$ cat config.mk
export PLATFORM = sky130hd
export DESIGN_NAME = aud_ser_rx
export DESIGN_NICKNAME = d
export VERILOG_FILES = /design/src/rtl/aud_ser_rx_pkg.sv /design/src/rtl/aud_ser_rx_sync.sv /design/src/rtl/aud_ser_rx_timing.sv /design/src/rtl/aud_ser_rx_std.sv /design/src/rtl/aud_ser_rx_dsp.sv /design/src/rtl/aud_ser_rx.sv
export SDC_FILE = /design/constraint.sdc
export NUM_CORES = 1
export LEC_CHECK = 0
export BUFFER_PORTS_ARGS = -buffer_cell sky130_fd_sc_hd__buf_2
export CAP_MARGIN = 5
export CORE_ASPECT_RATIO = 0.75
export CORE_MARGIN = 2
export CORE_UTILIZATION = 50
export CTS_CLUSTER_SIZE = 28
export DETAILED_ROUTE_END_ITERATION = 7
export PLACE_DENSITY = 0.79
export REMOVE_ABC_BUFFERS = 1
export SYNTH_ARGS = -nofsm -noshare
export SYNTH_HDL_FRONTEND = slang
export SYNTH_SLANG_ARGS = --single-unit
$ cat constraint.sdc
create_clock -name clk_i -period 2.99 [get_ports clk_i]
set_clock_uncertainty 0.15 [all_clocks]
set_input_delay 0.598 -clock clk_i [delete_from_list [all_inputs] [get_ports clk_i]]
set_output_delay 0.598 -clock clk_i [all_outputs]
set_load 0.02 [all_outputs]
$ cat src/rtl/aud_ser_rx_pkg.sv
package aud_ser_rx_pkg;
  typedef enum logic [2:0] {
    MODE_NONE      = 3'd0,
    MODE_RJ16      = 3'd1,
    MODE_I2S       = 3'd2,
    MODE_PACK16    = 3'd3,
    MODE_DSP_LATE  = 3'd4,
    MODE_DSP_EARLY = 3'd5
  } rx_mode_e;

  function automatic logic mode_is_dsp(rx_mode_e m);
    return (m == MODE_DSP_LATE) || (m == MODE_DSP_EARLY);
  endfunction

  function automatic logic mode_is_std(rx_mode_e m);
    return (m == MODE_RJ16) || (m == MODE_I2S) || (m == MODE_PACK16);
  endfunction
endpackage

$ cat src/rtl/aud_ser_rx_sync.sv
module aud_ser_rx_sync #(
  parameter int STAGES = 2
) (
  input  logic clk_i,
  input  logic rst_ni,
  input  logic bck_i,
  input  logic ws_i,
  input  logic sd_i,
  output logic bit_stb_o,
  output logic ws_o,
  output logic sd_o
);
  logic [2:0] pipe_q [STAGES];
  logic       bck_last_q;

  for (genvar g = 0; g < STAGES; g++) begin : g_stage
    if (g == 0) begin : g_first
      always_ff @(posedge clk_i or negedge rst_ni)
        if (!rst_ni) pipe_q[g] <= '0;
        else         pipe_q[g] <= {bck_i, ws_i, sd_i};
    end else begin : g_next
      always_ff @(posedge clk_i or negedge rst_ni)
        if (!rst_ni) pipe_q[g] <= '0;
        else         pipe_q[g] <= pipe_q[g-1];
    end
  end

  always_ff @(posedge clk_i or negedge rst_ni)
    if (!rst_ni) bck_last_q <= 1'b0;
    else         bck_last_q <= pipe_q[STAGES-1][2];

  assign bit_stb_o = pipe_q[STAGES-1][2] & ~bck_last_q;
  assign ws_o      = pipe_q[STAGES-1][1];
  assign sd_o      = pipe_q[STAGES-1][0];
endmodule

$ cat src/rtl/aud_ser_rx_timing.sv
module aud_ser_rx_timing
  import aud_ser_rx_pkg::*;
#(
  parameter int CNT_W        = 8,
  parameter int STD_W        = 16,
  parameter int DSP_SYNC_MAX = 4
) (
  input  logic             clk_i,
  input  logic             rst_ni,
  input  logic             bit_stb_i,
  input  logic             ws_i,
  input  logic             fmt_i,
  output logic             rise_o,
  output logic             fall_o,
  output logic [CNT_W-1:0] half_len_o,
  output logic [CNT_W-1:0] hi_len_o,
  output logic [CNT_W-1:0] lo_len_o,
  output rx_mode_e         mode_o
);
  logic             ws_prev_q, seen_q, have_hi_q;
  logic [CNT_W-1:0] hcnt_q, hi_len_q, lo_len_q;
  rx_mode_e         mode_q;

  function automatic rx_mode_e classify(logic [CNT_W-1:0] hi, logic [CNT_W-1:0] lo, logic fmt);
    if (hi <= CNT_W'(DSP_SYNC_MAX))
      return fmt ? MODE_DSP_EARLY : MODE_DSP_LATE;
    else if (hi == CNT_W'(STD_W) && lo == CNT_W'(STD_W))
      return MODE_PACK16;
    else
      return fmt ? MODE_I2S : MODE_RJ16;
  endfunction

  assign rise_o = bit_stb_i &  ws_i & ~ws_prev_q;
  assign fall_o = bit_stb_i & ~ws_i &  ws_prev_q;

  always_ff @(posedge clk_i or negedge rst_ni) begin
    if (!rst_ni) begin
      ws_prev_q <= 1'b0;
      seen_q    <= 1'b0;
      have_hi_q <= 1'b0;
      hcnt_q    <= '0;
      hi_len_q  <= '0;
      lo_len_q  <= '0;
      mode_q    <= MODE_NONE;
    end else if (bit_stb_i) begin
      ws_prev_q <= ws_i;
      if (rise_o || fall_o) begin
        hcnt_q <= CNT_W'(1);
        seen_q <= 1'b1;
      end else if (hcnt_q != '1) begin
        hcnt_q <= hcnt_q + 1'b1;
      end
      // half widths only count once a full half has been bounded
      if (fall_o && seen_q) begin
        hi_len_q  <= hcnt_q;
        have_hi_q <= 1'b1;
      end
      if (rise_o && seen_q) begin
        lo_len_q <= hcnt_q;
        if (have_hi_q) mode_q <= classify(hi_len_q, hcnt_q, fmt_i);
      end
    end
  end

  assign half_len_o = hcnt_q;
  assign hi_len_o   = hi_len_q;
  assign lo_len_o   = lo_len_q;
  assign mode_o     = mode_q;
endmodule

$ cat src/rtl/aud_ser_rx_std.sv
module aud_ser_rx_std
  import aud_ser_rx_pkg::*;
#(
  parameter int OUT_W    = 24,
  parameter int STD_W    = 16,
  parameter int MIN_HALF = 16,
  parameter int CNT_W    = 8
) (
  input  logic             clk_i,
  input  logic             rst_ni,
  input  logic             bit_stb_i,
  input  logic             rise_i,
  input  logic             fall_i,
  input  logic             sd_i,
  input  logic             fmt_i,
  input  rx_mode_e         mode_i,
  input  logic [CNT_W-1:0] half_len_i,
  input  logic [CNT_W-1:0] hi_len_i,
  input  logic [CNT_W-1:0] lo_len_i,
  output logic             vld_o,
  output logic             err_o,
  output logic [OUT_W-1:0] left_o,
  output logic [OUT_W-1:0] right_o
);
  localparam int IDX_W = $clog2(OUT_W + 1);
  localparam int PAD_W = OUT_W - STD_W;

  logic [OUT_W-1:0] acc_q, ins, acc_full, i2s_word, rj_word, word, left_q;
  logic [IDX_W-1:0] idx_q;
  logic [STD_W-1:0] sh_q;
  logic             have_left_q, trans, left_evt, end_evt, len_ok, frame_evt;
  logic [CNT_W-1:0] other_len;

  assign trans = rise_i | fall_i;

  // left-justified capture: bits from the 2nd edge of a half through the next change edge
  always_comb begin
    ins = '0;
    if (idx_q < IDX_W'(OUT_W)) ins[IDX_W'(OUT_W - 1) - idx_q] = sd_i;
  end
  assign acc_full = acc_q | ins;

  always_ff @(posedge clk_i or negedge rst_ni) begin
    if (!rst_ni) begin
      acc_q <= '0;
      idx_q <= '0;
      sh_q  <= '0;
    end else if (bit_stb_i) begin
      sh_q <= {sh_q[STD_W-2:0], sd_i};
      if (trans) begin
        acc_q <= '0;
        idx_q <= '0;
      end else begin
        acc_q <= acc_full;
        if (idx_q < IDX_W'(OUT_W)) idx_q <= idx_q + 1'b1;
      end
    end
  end

  assign i2s_word = (mode_i == MODE_PACK16) ? {acc_full[OUT_W-1 -: STD_W], {PAD_W{1'b0}}} : acc_full;
  assign rj_word  = {sh_q, {PAD_W{1'b0}}};
  assign word     = fmt_i ? i2s_word : rj_word;

  // polarity: fmt high -> left on low word clock, fmt low -> left on high
  assign left_evt = fmt_i ? rise_i : fall_i;
  assign end_evt  = fmt_i ? fall_i : rise_i;

  always_ff @(posedge clk_i or negedge rst_ni) begin
    if (!rst_ni) begin
      left_q      <= '0;
      have_left_q <= 1'b0;
    end else if (left_evt) begin
      left_q      <= word;
      have_left_q <= 1'b1;
    end else if (end_evt) begin
      have_left_q <= 1'b0;
    end
  end

  assign other_len = fmt_i ? lo_len_i : hi_len_i;
  assign len_ok    = (half_len_i >= CNT_W'(MIN_HALF)) && (other_len >= CNT_W'(MIN_HALF));
  assign frame_evt = end_evt & have_left_q & mode_is_std(mode_i);
  assign vld_o     = frame_evt &  len_ok;
  assign err_o     = frame_evt & ~len_ok;
  assign left_o    = left_q;
  assign right_o   = word;
endmodule

$ cat src/rtl/aud_ser_rx_dsp.sv
module aud_ser_rx_dsp
  import aud_ser_rx_pkg::*;
#(
  parameter int OUT_W = 24,
  parameter int STD_W = 16
) (
  input  logic             clk_i,
  input  logic             rst_ni,
  input  logic             bit_stb_i,
  input  logic             rise_i,
  input  logic             fall_i,
  input  logic             sd_i,
  input  logic             fmt_i,
  input  rx_mode_e         mode_i,
  output logic             vld_o,
  output logic [OUT_W-1:0] left_o,
  output logic [OUT_W-1:0] right_o
);
  localparam int FRAME_BITS = 2 * STD_W;
  localparam int DCNT_W     = $clog2(FRAME_BITS + 1);
  localparam int PAD_W      = OUT_W - STD_W;

  logic [FRAME_BITS-1:0] dsh_q, nx;
  logic [DCNT_W-1:0]     cnt_q;
  logic                  act_q, start, done;

  // early variant starts on the sync rise, late variant on the sync fall
  assign start = fmt_i ? rise_i : fall_i;
  assign nx    = {dsh_q[FRAME_BITS-2:0], sd_i};
  assign done  = bit_stb_i & act_q & ~start & (cnt_q == DCNT_W'(FRAME_BITS - 1));

  always_ff @(posedge clk_i or negedge rst_ni) begin
    if (!rst_ni) begin
      dsh_q <= '0;
      cnt_q <= '0;
      act_q <= 1'b0;
    end else if (start) begin
      dsh_q <= nx;
      cnt_q <= DCNT_W'(1);
      act_q <= 1'b1;
    end else if (bit_stb_i && act_q) begin
      dsh_q <= nx;
      cnt_q <= cnt_q + 1'b1;
      if (cnt_q == DCNT_W'(FRAME_BITS - 1)) act_q <= 1'b0;
    end
  end

  assign vld_o   = done & mode_is_dsp(mode_i);
  assign left_o  = {nx[FRAME_BITS-1 -: STD_W], {PAD_W{1'b0}}};
  assign right_o = {nx[STD_W-1:0], {PAD_W{1'b0}}};
endmodule

$ cat src/rtl/aud_ser_rx.sv
module aud_ser_rx
  import aud_ser_rx_pkg::*;
#(
  parameter int OUT_W        = 24,
  parameter int STD_W        = 16,
  parameter int MIN_HALF     = 16,
  parameter int DSP_SYNC_MAX = 4,
  parameter int CNT_W        = 8,
  parameter int SYNC_STAGES  = 2
) (
  input  logic             clk_i,
  input  logic             rst_ni,
  input  logic             bck_i,
  input  logic             ws_i,
  input  logic             sd_i,
  input  logic             fmt_i,
  output logic [OUT_W-1:0] left_o,
  output logic [OUT_W-1:0] right_o,
  output logic             valid_o,
  output logic             err_o,
  output logic [2:0]       mode_o
);
  logic             bit_stb, ws_s, sd_s, rise, fall;
  logic [CNT_W-1:0] half_len, hi_len, lo_len;
  rx_mode_e         mode;
  logic             std_vld, std_err, dsp_vld;
  logic [OUT_W-1:0] std_l, std_r, dsp_l, dsp_r;
  logic [OUT_W-1:0] left_q, right_q;
  logic             valid_q, err_q;

  aud_ser_rx_sync #(.STAGES(SYNC_STAGES)) u_sync (
    .clk_i, .rst_ni, .bck_i, .ws_i, .sd_i,
    .bit_stb_o(bit_stb), .ws_o(ws_s), .sd_o(sd_s)
  );

  aud_ser_rx_timing #(.CNT_W(CNT_W), .STD_W(STD_W), .DSP_SYNC_MAX(DSP_SYNC_MAX)) u_timing (
    .clk_i, .rst_ni, .bit_stb_i(bit_stb), .ws_i(ws_s), .fmt_i,
    .rise_o(rise), .fall_o(fall), .half_len_o(half_len),
    .hi_len_o(hi_len), .lo_len_o(lo_len), .mode_o(mode)
  );

  aud_ser_rx_std #(.OUT_W(OUT_W), .STD_W(STD_W), .MIN_HALF(MIN_HALF), .CNT_W(CNT_W)) u_std (
    .clk_i, .rst_ni, .bit_stb_i(bit_stb), .rise_i(rise), .fall_i(fall), .sd_i(sd_s),
    .fmt_i, .mode_i(mode), .half_len_i(half_len), .hi_len_i(hi_len), .lo_len_i(lo_len),
    .vld_o(std_vld), .err_o(std_err), .left_o(std_l), .right_o(std_r)
  );

  aud_ser_rx_dsp #(.OUT_W(OUT_W), .STD_W(STD_W)) u_dsp (
    .clk_i, .rst_ni, .bit_stb_i(bit_stb), .rise_i(rise), .fall_i(fall), .sd_i(sd_s),
    .fmt_i, .mode_i(mode), .vld_o(dsp_vld), .left_o(dsp_l), .right_o(dsp_r)
  );

  always_ff @(posedge clk_i or negedge rst_ni) begin
    if (!rst_ni) begin
      left_q  <= '0;
      right_q <= '0;
      valid_q <= 1'b0;
      err_q   <= 1'b0;
    end else begin
      valid_q <= std_vld | dsp_vld;
      err_q   <= std_err;
      if (std_vld) begin
        left_q  <= std_l;
        right_q <= std_r;
      end else if (dsp_vld) begin
        left_q  <= dsp_l;
        right_q <= dsp_r;
      end
    end
  end

  assign left_o  = left_q;
  assign right_o = right_q;
  assign valid_o = valid_q;
  assign err_o   = err_q;
  assign mode_o  = mode;
endmodule

==> flow_summary.toml <==
[cts]
cts_setup_buffers = 0
cts_tree = "yes"
clk_pin_slew_ns = 0.07
clkLatencyLatePin_ns = 0.43
cts-hold-fix-buffers = 0
clock-sinks = 191
post_cts_resized = 0
cts_buffers = 17
htreeDepth = 4
root_buffer = "clkbuf_16"
cts_buffer_depth = 2

[setup_path]
worst_ep_arrival_time_ns = 2.73
startpoint_type = "flop"
crit_fanout = 20
rrSetupSlack_ns = 0.45
critPathRequiredTime_ns = 3.18
cp-end-kind = "flop"
crit_type = "reg -> reg"

[global_routing]
grt_pass1_wl_um = 29200
grt.overflow.total = 0
grt_start_max_net_pins = 65
antenna_found_initial = 0
grt.total_usage_pct = 20.8
grt_pass1_vias = 5652

[logic_synthesis]
ys_types = 40
synthArstFlopShare_pct = 100
synthCells = 760
synth_top_area_share_pct = 58.2
syn_avg_cell_area_um2 = 10.8
syn_area_um2 = 8210
ys_seq_area_share_pct = 58.2
synth_top_family_by_area = "simple AND/OR/NAND/NOR gates"
yosys_register_bits = 191
synth_compound_area_share_pct = 10.0
synth-adder-area-share_pct = 1.07
synth_edf_count = 0
netlist_top_cells_area = "dfrtp_1 (58%), mux2_2 (8.1%), a21oi_1 (5.2%)"
synth-xor-area-share_pct = 1.39
synthSimpleGateAreaFrac_pct = 13.6
ys.flop_type = "dfrtp_1"
synth_top_area_cell = "dfrtp_1"
yosys-mux-area-fraction_pct = 12.2
yosysWarnings = 0

[timing]
final_hold_viol_count = 6
setup-violations-final = 0
rsz0062_at_grt = "no"
slew_viol_final = 0
setup_ws_ns = 0.448
fmax_mhz = 393
fin_crit_sh_pct = 85.0
setup_tns_ns = 0
slew_headroom_pct = 22.7
worst_slew_pin_slew_ns = 1.16
timing.hold.ws_ns = -0.0136
fin_crit_ns = 2.54

[layout]
n_antenna_cell = 0
fill_cells = 1327
drive_above_1_share_pct = 21.7
area_delta_synth_final_pct = 13.8
fin_nets = 817

[die]
fp.dieH_um = 115
rows = 40
start_util_pct = 51.3
die-area_um2 = 17500
core_area_um2 = 16000
pin_count = 59
die_w_um = 152

[power_and_ir_drop]
peakVddDrop_mv = 0.477
power_density_nw_per_um2 = 721
total_power_w = 0.00674
leakage_nw = 4.76

[placed_design]
io_buffers = 58
post-dp-hpwl_um = 10800
gp_congestion = 0.826
place_ws_ns = 0.167

[route]
wl_per_cell_um = 16.2
vias = 5688
drc_errors = 0
drtPass1Iterations = 5
drtIter0Drc = 418
routed_wl_um = 16600
ant_nets = 0
viasPerCell = 5.55

[min_path]
hold_path.class = "in -> async"

[run]
cap_viol_max_count = 0

[status]
violations = "hold timing"
outcome = "finished with violations"
-- final cells by class --
| cell class | count | area [um^2] | area share (%) |
|---|---|---|---|
| Sequential cell | 191 | 4780 | 51.2 |
| Multi-Input combinational cell | 505 | 3170 | 34.0 |
| Tap cell | 210 | 263 | 2.81 |
| Clock buffer | 23 | 468 | 5.01 |
| Inverter | 15 | 56.3 | 0.603 |
| Clock inverter | 7 | 135 | 1.45 |
| Timing Repair Buffer | 74 | 469 | 5.02 |
-- logic make-up after synthesis --
family	Yosys count
DFF	191
buffers and inverters	64
muxes	93
and+or+nand+nor	250
adders and majority gates	7
xor gates and xnor gates	13
AOI/OAI and AO/OA	142
-- cell usage in the layout (no fill, tap or decap), types with 12 or more instances in the layout --
| master | n |
|---|---|
| dfrtp_1 | 191 |
| nor2_1 | 94 |
| a21oi_1 | 83 |
| nand2_1 | 77 |
| mux2_2 | 59 |
| buf_2 | 57 |
| mux2i_1 | 34 |
| nand3_1 | 26 |
| clkbuf_16 | 17 |
| o21ai_0 | 16 |
| a31oi_1 | 16 |
| inv_1 | 15 |
| buf_4 | 12 |
-- sequential cells by signal (all words and copies together) (netlist names), 4 cells and up --
register / count
left_o: 24
right_o: 24
u_dsp.cnt_q: 6
u_dsp.dsh_q: 31
u_std.acc_q: 24
u_std.idx_q: 5
u_std.left_o: 24
u_std.sh_q: 16
u_sync.pipe_q: 4
u_timing.half_len_o: 8
u_timing.hi_len_o: 8
u_timing.lo_len_o: 4
-- synthesized netlist by cell type (6+ instances only) --
cell and n:
inv_1 15, xnor2_1 9, and2_1 10, o31ai_2 7, nand3_1 26, clkbuf_1 34, o21ai_0 16, a21oi_1 86
ha_1 7, buf_2 10, nand2b_1 6, nor3_1 10, mux2i_1 34, dfrtp_1 191, a31oi_1 16, nor2_1 94
mux2_2 59, nand2_1 77, o31ai_1 9
-- worst paths after layout --
check,cells after the start,from,end
max reg2reg,7,u_dsp.cnt_q[0],left_o[8]
min in group clk_i,1,sd_i,u_sync.pipe_q[3]
min,1,rst_ni,left_o[6]
min reg2reg,0,u_sync.pipe_q[5],u_sync.pipe_q[2]
max in group asynchronous,2,rst_ni,left_o[13]
max,7,u_dsp.cnt_q[0],left_o[8]
-- metrics by stage --
step           std cells  utilization (%)  instance area (um^2)
3_5_place_dp         995             54.6                  8740
3_3_place_gp         995             54.6                  8740
4_1_cts             1025             58.3                  9340
6_report            1025             58.3                  9340
2_1_floorplan        711                -                  7980
5_1_grt             1025             58.3                  9340
-- layer usage --
layer / GRT usage [%] / vias up / part of all wire, %
met5: 0 / - / 0
met4: 7.54 / 0 / 1.2
met3: 4.15 / 19 / 4.1
met2: 30.7 / 139 / 45
met1: 30.9 / 2820 / 50
li1: - / 2710 / -
-- where the power goes --
part | internal, W | switching, W
Clock | 0.00143 | 0.000916
Combinational | 0.000464 | 0.000577
Sequential | 0.00300 | 0.000357
-- worst max-delay path: stages (launching register included) --
cell and delay [ns]:
dfrtp_1 0.39, ha_1 0.20, nand2_1 0.05, or3_1 0.32
or4_2 0.68, buf_4 0.28, mux2i_1 0.17, a21oi_1 0.18
Note: power is estimated with default switching activity, not from simulation.
